$ cat config.mk
export PLATFORM = sky130hd
export DESIGN_NAME = modpin_ctrl
export DESIGN_NICKNAME = d
export VERILOG_FILES = /design/src/rtl/modpin_pkg.sv /design/src/rtl/modpin_sync.sv /design/src/rtl/modpin_seq.sv /design/src/rtl/modpin_ctrl.sv
export SDC_FILE = /design/constraint.sdc
export NUM_CORES = 1
export LEC_CHECK = 0
export BUFFER_PORTS_ARGS = -buffer_cell sky130_fd_sc_hd__buf_2
export CAP_MARGIN = 10
export CORE_ASPECT_RATIO = 1.2
export CORE_MARGIN = 4
export CORE_UTILIZATION = 54
export DETAILED_ROUTE_END_ITERATION = 8
export PLACE_DENSITY = 0.83
export SLEW_MARGIN = 25
export SYNTH_ARGS = -nofsm -noshare
export SYNTH_HDL_FRONTEND = slang
export SYNTH_SLANG_ARGS = --single-unit
$ cat constraint.sdc
create_clock -name clk -period 3.8 [get_ports clk]
set_input_delay 0.76 -clock clk [delete_from_list [all_inputs] [get_ports clk]]
set_output_delay 0.76 -clock clk [all_outputs]
set_load 0.005 [all_outputs]
$ cat src/rtl/modpin_pkg.sv
package modpin_pkg;

    typedef enum logic [2:0] {
        SEQ_IDLE  = 3'd0,
        SEQ_WAIT  = 3'd1,
        SEQ_DONE  = 3'd2,
        SEQ_READY = 3'd3,
        SEQ_FAULT = 3'd4
    } seq_state_t;

    localparam int BUDGET_W = 4;

    // Interlock code {MSB,LSB} to granted watts: 00->3, 01->6, 10->9, 11->12
    function automatic logic [BUDGET_W-1:0] budget_watts(input logic [1:0] code);
        return BUDGET_W'(({2'b00, code} + 4'd1) * 4'd3);
    endfunction

endpackage

$ cat src/rtl/modpin_sync.sv
module modpin_sync #(
    parameter int          WIDTH = 1,
    parameter logic [63:0] RST_VAL = '0
) (
    input  logic             clk,
    input  logic             rst,
    input  logic [WIDTH-1:0] d_i,
    output logic [WIDTH-1:0] q_o
);
    logic [WIDTH-1:0] meta_q;
    logic [WIDTH-1:0] sync_q;

    always_ff @(posedge clk) begin
        if (rst) begin
            meta_q <= RST_VAL[WIDTH-1:0];
            sync_q <= RST_VAL[WIDTH-1:0];
        end else begin
            meta_q <= d_i;
            sync_q <= meta_q;
        end
    end

    assign q_o = sync_q;
endmodule

$ cat src/rtl/modpin_seq.sv
module modpin_seq
    import modpin_pkg::*;
#(
    parameter int PWRUP_CYC = 16
) (
    input  logic       clk,
    input  logic       rst,
    input  logic       run_i,
    input  logic       lowpwr_i,
    input  logic       budget_ok_i,
    output seq_state_t state_o
);
    localparam int CNT_W = $clog2(PWRUP_CYC + 1);
    localparam logic [CNT_W-1:0] CNT_LAST = CNT_W'(PWRUP_CYC - 1);

    seq_state_t       state_q, state_d;
    logic [CNT_W-1:0] cnt_q, cnt_d;
    logic             hp_req;

    assign hp_req = run_i && !lowpwr_i;

    always_comb begin
        state_d = state_q;
        cnt_d   = cnt_q;
        if (!hp_req) begin
            state_d = SEQ_IDLE;
            cnt_d   = '0;
        end else if (!budget_ok_i) begin
            state_d = SEQ_FAULT;
        end else begin
            unique case (state_q)
                SEQ_IDLE: begin
                    state_d = SEQ_WAIT;
                    cnt_d   = '0;
                end
                SEQ_WAIT: begin
                    if (cnt_q == CNT_LAST) state_d = SEQ_DONE;
                    else                   cnt_d   = cnt_q + 1'b1;
                end
                SEQ_DONE:  state_d = SEQ_READY;
                SEQ_READY: state_d = SEQ_READY;
                SEQ_FAULT: state_d = SEQ_FAULT;
                default:   state_d = SEQ_IDLE;
            endcase
        end
    end

    always_ff @(posedge clk) begin
        if (rst) begin
            state_q <= SEQ_IDLE;
            cnt_q   <= '0;
        end else begin
            state_q <= state_d;
            cnt_q   <= cnt_d;
        end
    end

    assign state_o = state_q;
endmodule

$ cat src/rtl/modpin_ctrl.sv
module modpin_ctrl
    import modpin_pkg::*;
#(
    parameter int ADDR_W    = 3,
    parameter int LANES     = 4,
    parameter int ALARM_W   = 8,
    parameter int PWRUP_CYC = 16,
    parameter int MOD_PWR_W = 2
) (
    input  logic               clk,
    input  logic               rst,
    input  logic               host_txoff_i,
    input  logic               host_lowpwr_i,
    input  logic               host_rst_n_i,
    input  logic               host_icrst_n_i,
    input  logic [ADDR_W-1:0]  host_addr_i,
    input  logic [1:0]         host_pwr_code_i,
    input  logic [LANES-1:0]   lane_los_i,
    input  logic [ALARM_W-1:0] alarm_bits_i,
    output logic               pwr_done_o,
    output logic               ready_o,
    output logic               fault_o,
    output logic               los_o,
    output logic               glb_alarm_n_o,
    output logic [ADDR_W-1:0]  port_addr_o,
    output logic               down_txoff_o,
    output logic               down_lowpwr_o,
    output logic               down_rst_n_o
);
    localparam int CTL_W = 4;
    localparam logic [BUDGET_W-1:0] NEED_W = BUDGET_W'(MOD_PWR_W);

    // control bits: {icrst_n, rst_n, lowpwr, txoff}; safe values on reset
    logic [CTL_W-1:0]   ctl_s;
    logic [1:0]         code_s;
    logic [LANES-1:0]   los_s;
    logic [ALARM_W-1:0] alarm_s;
    seq_state_t         state;
    logic               budget_ok;

    modpin_sync #(.WIDTH(CTL_W), .RST_VAL(64'h3)) u_sync_ctl (
        .clk(clk), .rst(rst),
        .d_i({host_icrst_n_i, host_rst_n_i, host_lowpwr_i, host_txoff_i}),
        .q_o(ctl_s)
    );

    modpin_sync #(.WIDTH(2), .RST_VAL(64'h3)) u_sync_code (
        .clk(clk), .rst(rst), .d_i(host_pwr_code_i), .q_o(code_s)
    );

    modpin_sync #(.WIDTH(ADDR_W), .RST_VAL(64'h0)) u_sync_addr (
        .clk(clk), .rst(rst), .d_i(host_addr_i), .q_o(port_addr_o)
    );

    modpin_sync #(.WIDTH(LANES), .RST_VAL(64'h0)) u_sync_los (
        .clk(clk), .rst(rst), .d_i(lane_los_i), .q_o(los_s)
    );

    modpin_sync #(.WIDTH(ALARM_W), .RST_VAL(64'h0)) u_sync_alarm (
        .clk(clk), .rst(rst), .d_i(alarm_bits_i), .q_o(alarm_s)
    );

    assign budget_ok = budget_watts(code_s) >= NEED_W;

    modpin_seq #(.PWRUP_CYC(PWRUP_CYC)) u_seq (
        .clk        (clk),
        .rst        (rst),
        .run_i      (ctl_s[2]),
        .lowpwr_i   (ctl_s[1]),
        .budget_ok_i(budget_ok),
        .state_o    (state)
    );

    assign pwr_done_o    = (state == SEQ_DONE) || (state == SEQ_READY);
    assign ready_o       = (state == SEQ_READY);
    assign fault_o       = (state == SEQ_FAULT);
    assign los_o         = |los_s;
    assign glb_alarm_n_o = !((|alarm_s) || fault_o);
    assign down_txoff_o  = ctl_s[0] || !ready_o;
    assign down_lowpwr_o = !((state == SEQ_WAIT) || pwr_done_o);
    assign down_rst_n_o  = ctl_s[3] && ctl_s[2];
endmodule

* After elaboration in Yosys (flattened, before gate mapping)
Index checks and enable logic that the tools add are counted.
Widths: inputs -> output; s select.
** Operators by class
- $add $sub $neg :: 2
- Multiply operators :: 1
- Magnitude comparators :: 1
- Equality and inequality tests :: 8
- Multiplexer cells :: 5
- Bitwise operators :: 2
- Reductions and logical operators :: 18
** Operators with widths (number)
- $pmux 3 s4 :: 1
- $pmux 5 s2 :: 1
- $reduce_or 8->1 :: 1
- $eq 3x2->1 const B :: 2
- $mux 3 :: 2
- $add 5x1->5 const B :: 1
- $eq 5x4->1 const B :: 1
- $mux 5 :: 1
- $ge 4x2->1 const B :: 1
- $logic_not 1->1 :: 4
- $logic_or 1x1->1 :: 4
- $mul 3x2->4 const B :: 1
- $reduce_or 2->1 :: 2
- $reduce_or 4->1 :: 1
- $add 2x1->3 const B :: 1
- $eq 3x1->1 const B :: 1
- $eq 3x3->1 const B :: 1
- $logic_not 3->1 :: 1
- $ne 3x3->1 const B :: 1
- $reduce_and 3->1 :: 1
- $reduce_or 3->1 :: 1
- $logic_and 1x1->1 :: 2
- $ne 2x1->1 const B :: 1
- $ne 2x2->1 const B :: 1
- other kinds (2) :: 3
** Word-level totals
- Flip-flop bits (word level) :: 50
- Input bits :: 23
- Word-level logic and storage cells :: 50

* Logic depth before layout (Yosys ltp)
- Depth in word-level cells :: 5
- Mapped depth :: 6
- Gate-level depth less buffers :: 6

* Modules after synthesis
Synthesis repeated with hierarchy kept, for this count alone.
** Unflattened totals
- Cells, all modules :: 133
- Area total of the unflattened synthesis :: 1521.5 um2
** By module, submodules not included
- modpin_sync (u_sync_alarm) :: times used 1, cells each 33, area an instance 464.2 um2
- modpin_sync (u_sync_ctl ...) :: times used 2, cells each 16, area an instance 210.2 um2
- modpin_seq :: times used 1, cells each 45, area an instance 396.6 um2
- modpin_sync (u_sync_addr) :: times used 1, cells each 12, area an instance 157.7 um2
- modpin_ctrl :: times used 1, cells each 11, area an instance 82.6 um2

* Least setup slack after synthesis
No wires, ideal clock.
- Path kind :: register -> register
- Start point :: reg u_seq.cnt_q[0]
- End point :: reg u_seq.cnt_q[3]
- Setup time :: 0.071 ns
- Arrival :: 1.687 ns
- Data required time :: 3.729 ns
- Slack :: 2.042 ns
- Stages on the path, launching flop included :: 7
- Buffers on the path :: 0
- Period minus slack after synthesis :: 1.758 ns
- Cells stage by stage :: dfxtp_1 > ha_1 > and3_1 > ha_1 > a211o_1 > or3_1 > a21oi_1
** Between the ends
- Longest elaborated chain between the ends :: 3
- Elaborated cells between the ends (all ways) :: 6
** Ends and longest elaborated chain
- start, declared :: line modpin_seq.sv:17 : logic [CNT_W-1:0] cnt_q, cnt_d;
- start signal, assigned :: line modpin_seq.sv:54 : cnt_q <= cnt_d;
- $add 5x1->5 / $eq 5x4->1 (equally long branches) :: line modpin_seq.sv:38, modpin_seq.sv:37
- $mux 5 / $ne 2x2->1 (equally long branches)
- $pmux 5 s2 / $reduce_and 3->1 (equally long branches)
Parallel ways exist; a longest one is shown, timed or not. The select of a mux whose other input is x is not followed.
A chain may end at the register's enable or synchronous reset.

* Worst setup path in the final report
- Start point :: reg u_seq.state_q[2], in the netlist u_seq.state_o[2]
- End point :: out down_txoff_o
** Between the ends
- Longest elaborated chain between the ends :: 3
** Ends and longest elaborated chain
- start, declared :: line modpin_seq.sv:16 : seq_state_t state_q, state_d;
- start signal, assigned :: line modpin_seq.sv:53 : state_q <= state_d;
- $eq 3x2->1 :: line modpin_ctrl.sv:75 : assign ready_o = (state == SEQ_READY);
- $logic_not 1->1 :: line modpin_ctrl.sv:79 : assign down_txoff_o = ctl_s[0] || !ready_o;
- $logic_or 1x1->1 :: line modpin_ctrl.sv:79
- end, declared :: line modpin_ctrl.sv:26 : output logic down_txoff_o,
No other way between the ends.

==> reports/summary.log <==
[status] run status finished clean
[sta] maximum clock frequency 468 MHz
[clocking] TritonCTS clock tree done
[final_layout] Layout area overhead 17.3%
[yosys] Post-Synthesis Cell Area 1420 µm²
[clocking] setup fix buffers added after clock tree synthesis 0
[sta] Final Hold Fails 0
[clocking] Max clock buf depth 2
[setup_path] critical-path cell list and2b_2 > and2_1 > nand2b_1 > buf_2
[sta] worst slew pin tran 0.747 ns
[floorplanning] Die Ht 64.1 µm
[sta] summed negative setup slack over all endpoints 0 ns
[final_layout] proportion of layout cells with a drive suffix above 1 27.6%
[yosys] per-instance average area after synthesis 11.1 µm²
[sta] crit share post-route 56.2%
[pwr] switching share of power 20.3%
[drt] Detailed Route WL 2020 µm
[floorplanning] IO Pins 34
[setup_path] data required time at the worst endpoint 3.04 ns
[final_layout] number of antenna diodes 0
[setup_path] slowest stage cell, crit path dfxtp_1
[drt] first-pass detailed-route iteration total 4
[yosys] synthesized flop and latch total 46
[grt] Total GRT Usage 13.7%
[clocking] count of cells resized by post-cts repair 0
[yosys] part of the Yosys area used for sequential elements 65.0%
[sta] final-report max-slew violation count 0
[setup_path] crit-path max cell delay 0.46 ns
[drt] DR iter-0 viols 12
[final_layout] multi-input logic area 463 µm²
[clocking] insertion delay of the later-clocked pin in the worst-skew pair 0.34 ns
[floorplanning] area of the placeable core 2530 µm²
[setup_path] type of the worst setup path flip-flop to output port
[grt] Congestion Overflow GR 0
[final_layout] number of nets in the layout 187
[pwr] total net switching power 156 µW
[place] HPWL after DPL 1540 µm
[setup_path] Arr. time, crit path 1.37 ns
[setup_path] critical path endpoint category output port
[pwr] Clk pwr share 29.6%
[pwr] Worst VDD drop 0.000370 V
[sta] worst rel slew slack 49.5%
[pwr] internal power consumption 611 µW
[clocking] total number of clock tree sinks 46
[grt] pin count of the biggest net entering global routing 40
[drt] post-detailed-route wirelength per cell 10.3 µm
[floorplanning] width of the die 54.8 µm
[pwr] power density cells 461 nW/µm²
[setup_path] critical path peak fanout 8
[sta] setup slack after layout 1.67 ns
[pwr] sum of internal, switching and leakage power 767 µW
[final_layout] post-route insts no fill 196
[sta] setup repair after global routing missed its margin false
[yosys] Yosys warning count 0
[pwr] leakage component of the power 0.000719 µW
[place] final RePlAce weighted congestion 0.674
[drt] DRC violations left 0
[yosys] net count of the mapped netlist 153
[drt] via density per instance 4.75
[clocking] clock tree root buffer cell clkbuf_4
[place] number of I/O port buffers 31
[place] Post-Place Setup Slack 1.90 ns
[place] Inst Count DP 188
[yosys] Syn Inst Count 128
[grt] initial antenna violation count 0
[drt] vias post-DR 931
[sta] Finish-stage setup viols 0
[grt] first-pass GRT wire length 3360 µm
[clocking] CTS buffer count 5
[floorplanning] placement row count 20
[min_path] type of the worst min-delay path flip-flop to flip-flop
[clocking] number of H-tree levels 2
[floorplanning] initial standard-cell utilization of the core 56.1%
[clocking] Clock transition at path regs 0.12 ns
[final_layout] Fill cells 213
[pwr] Comb power frac 4.6%
[floorplanning] area of the die 3510 µm²
[drt] number of antenna-violating nets in the routed design 0
[sta] fin crit period 2.13 ns
[final_layout] total area of sequential cells 921 µm²
[clocking] CTS Hold Buffers Added 0
[setup_path] Startpoint Class flip-flop
[yosys] count of cell types in the netlist 24
[job] Max Cap Viol 0
[sta] worst clock skew 0.00446 ns
[pwr] power share of the sequential group 65.8%
[grt] via count of the first global-routing pass 822
==> cells by family (layout without fill, tap and decap cells) <==
logic type	count (synthesis)	in the layout	share of synthesized area [%]
compound gates	9	9	4.32
fa+ha+maj	2	2	1.76
mux	1	1	0.706
flops	46	46	65.0
buf+inv	9	44	2.38
simple gates	61	61	25.9
==> stage by stage <==
step	util (%)	area, µm²	hold WS [ns]
6_report	65.8	1660	0.420
5_1_grt	65.8	1660	0.432
3_5_place_dp	63.3	1600	0.397
2_1_floorplan	-	1420	0.389
4_1_cts	65.8	1660	0.425
3_3_place_gp	63.3	1600	0.394
==> final timing paths <==
| kind | start | end | slack, ns | depth (start not counted) |
|---|---|---|---|---|
| min reg2reg | u_sync_ctl.meta_q[0] | u_sync_ctl.q_o[0] | 0.42 | 1 |
| max | u_seq.state_o[2] | down_txoff_o | 1.67 | 4 |
| max reg2reg | u_seq.cnt_q[0] | u_seq.cnt_q[0] | 1.88 | 6 |
| min | u_sync_ctl.meta_q[0] | u_sync_ctl.q_o[0] | 0.42 | 1 |
==> per-layer routing <==
layer	part of all wire, %	GRT usage, %	wire length (µm)	up-vias
li1	-	-	-	482
met1	38	14.7	769	414
met2	53	21.4	1070	30
met3	6.1	4.90	123	5
met4	2.9	9.35	59	0
met5	0	0	0	-
==> layout make-up <==
cell class | instances | share of cell area [%]
well taps | 33 | 2.48
clock buffers | 6 | 3.09
repair buffers | 31 | 9.33
inverters | 5 | 1.13
flip-flops and latches | 46 | 55.4
clock inverters | 2 | 0.752
multi-input cells | 73 | 27.8
==> power by group through the flow <==
stage | combinational [µW] | clock, µW | sequential, µW
after detailed placement | 36.0 | 0 | 516
after global placement | 34.5 | 0 | 515
after floorplan | 20.5 | 0 | 515
final | 35.0 | 227 | 505
after CTS | 36.0 | 236 | 505
after global routing | 40.2 | 264 | 507
==> synthesized netlist by cell type (all sizes together) <==
cell    number  area share [%]
a211o        1            0.62
a21oi        2            0.71
a22oi        2             1.1
a311oi       1            0.62
and2         2            0.88
and2b        1            0.62
and3         2            0.88
clkbuf       4             1.1
dfxtp       46              65
ha           2             1.8
inv          5             1.3
mux2i        1            0.71
nand2        2            0.53
nand2b       1            0.44
nand3        1            0.35
nor2         6             1.6
nor2b       34              15
nor4         3             1.3
nor4b        1            0.62
o21ai        2            0.71
o311ai       1            0.62
or2          5             2.2
or3          2            0.88
or4          1            0.53
==> cells in the final DEF, fill, tap and decap left out, types with 2 or more instances in the layout <==
| cell type | n |
|---|---|
| nor4_1 | 3 |
| ha_1 | 2 |
| nand2_1 | 2 |
| nor2_1 | 6 |
| or2_2 | 5 |
| inv_1 | 5 |
| and2_1 | 2 |
| a21oi_1 | 2 |
| o21ai_0 | 2 |
| clkbuf_4 | 5 |
| and3_1 | 2 |
| buf_2 | 31 |
| dfxtp_1 | 46 |
| or3_1 | 2 |
| nor2b_1 | 34 |
| a22oi_1 | 2 |
==> state kept, by name (all words and copies together) (netlist names) <==
register and flops:
u_sync_addr.q_o 3, u_sync_los.q_o 4, u_sync_los.meta_q 4, u_sync_ctl.meta_q 4
u_sync_ctl.q_o 4, u_sync_alarm.q_o 8, u_sync_alarm.meta_q 8, u_seq.state_o 3
u_sync_addr.meta_q 3, u_seq.cnt_q 5
==> worst max-delay path: cells and delay by family, from the launching register on <==
kind | cells | cell delay (ns)
simple gates | 3 | 0.47
flops | 1 | 0.46
buf+inv | 1 | 0.10
No activity file was read; power rests on OpenSTA's default activity.
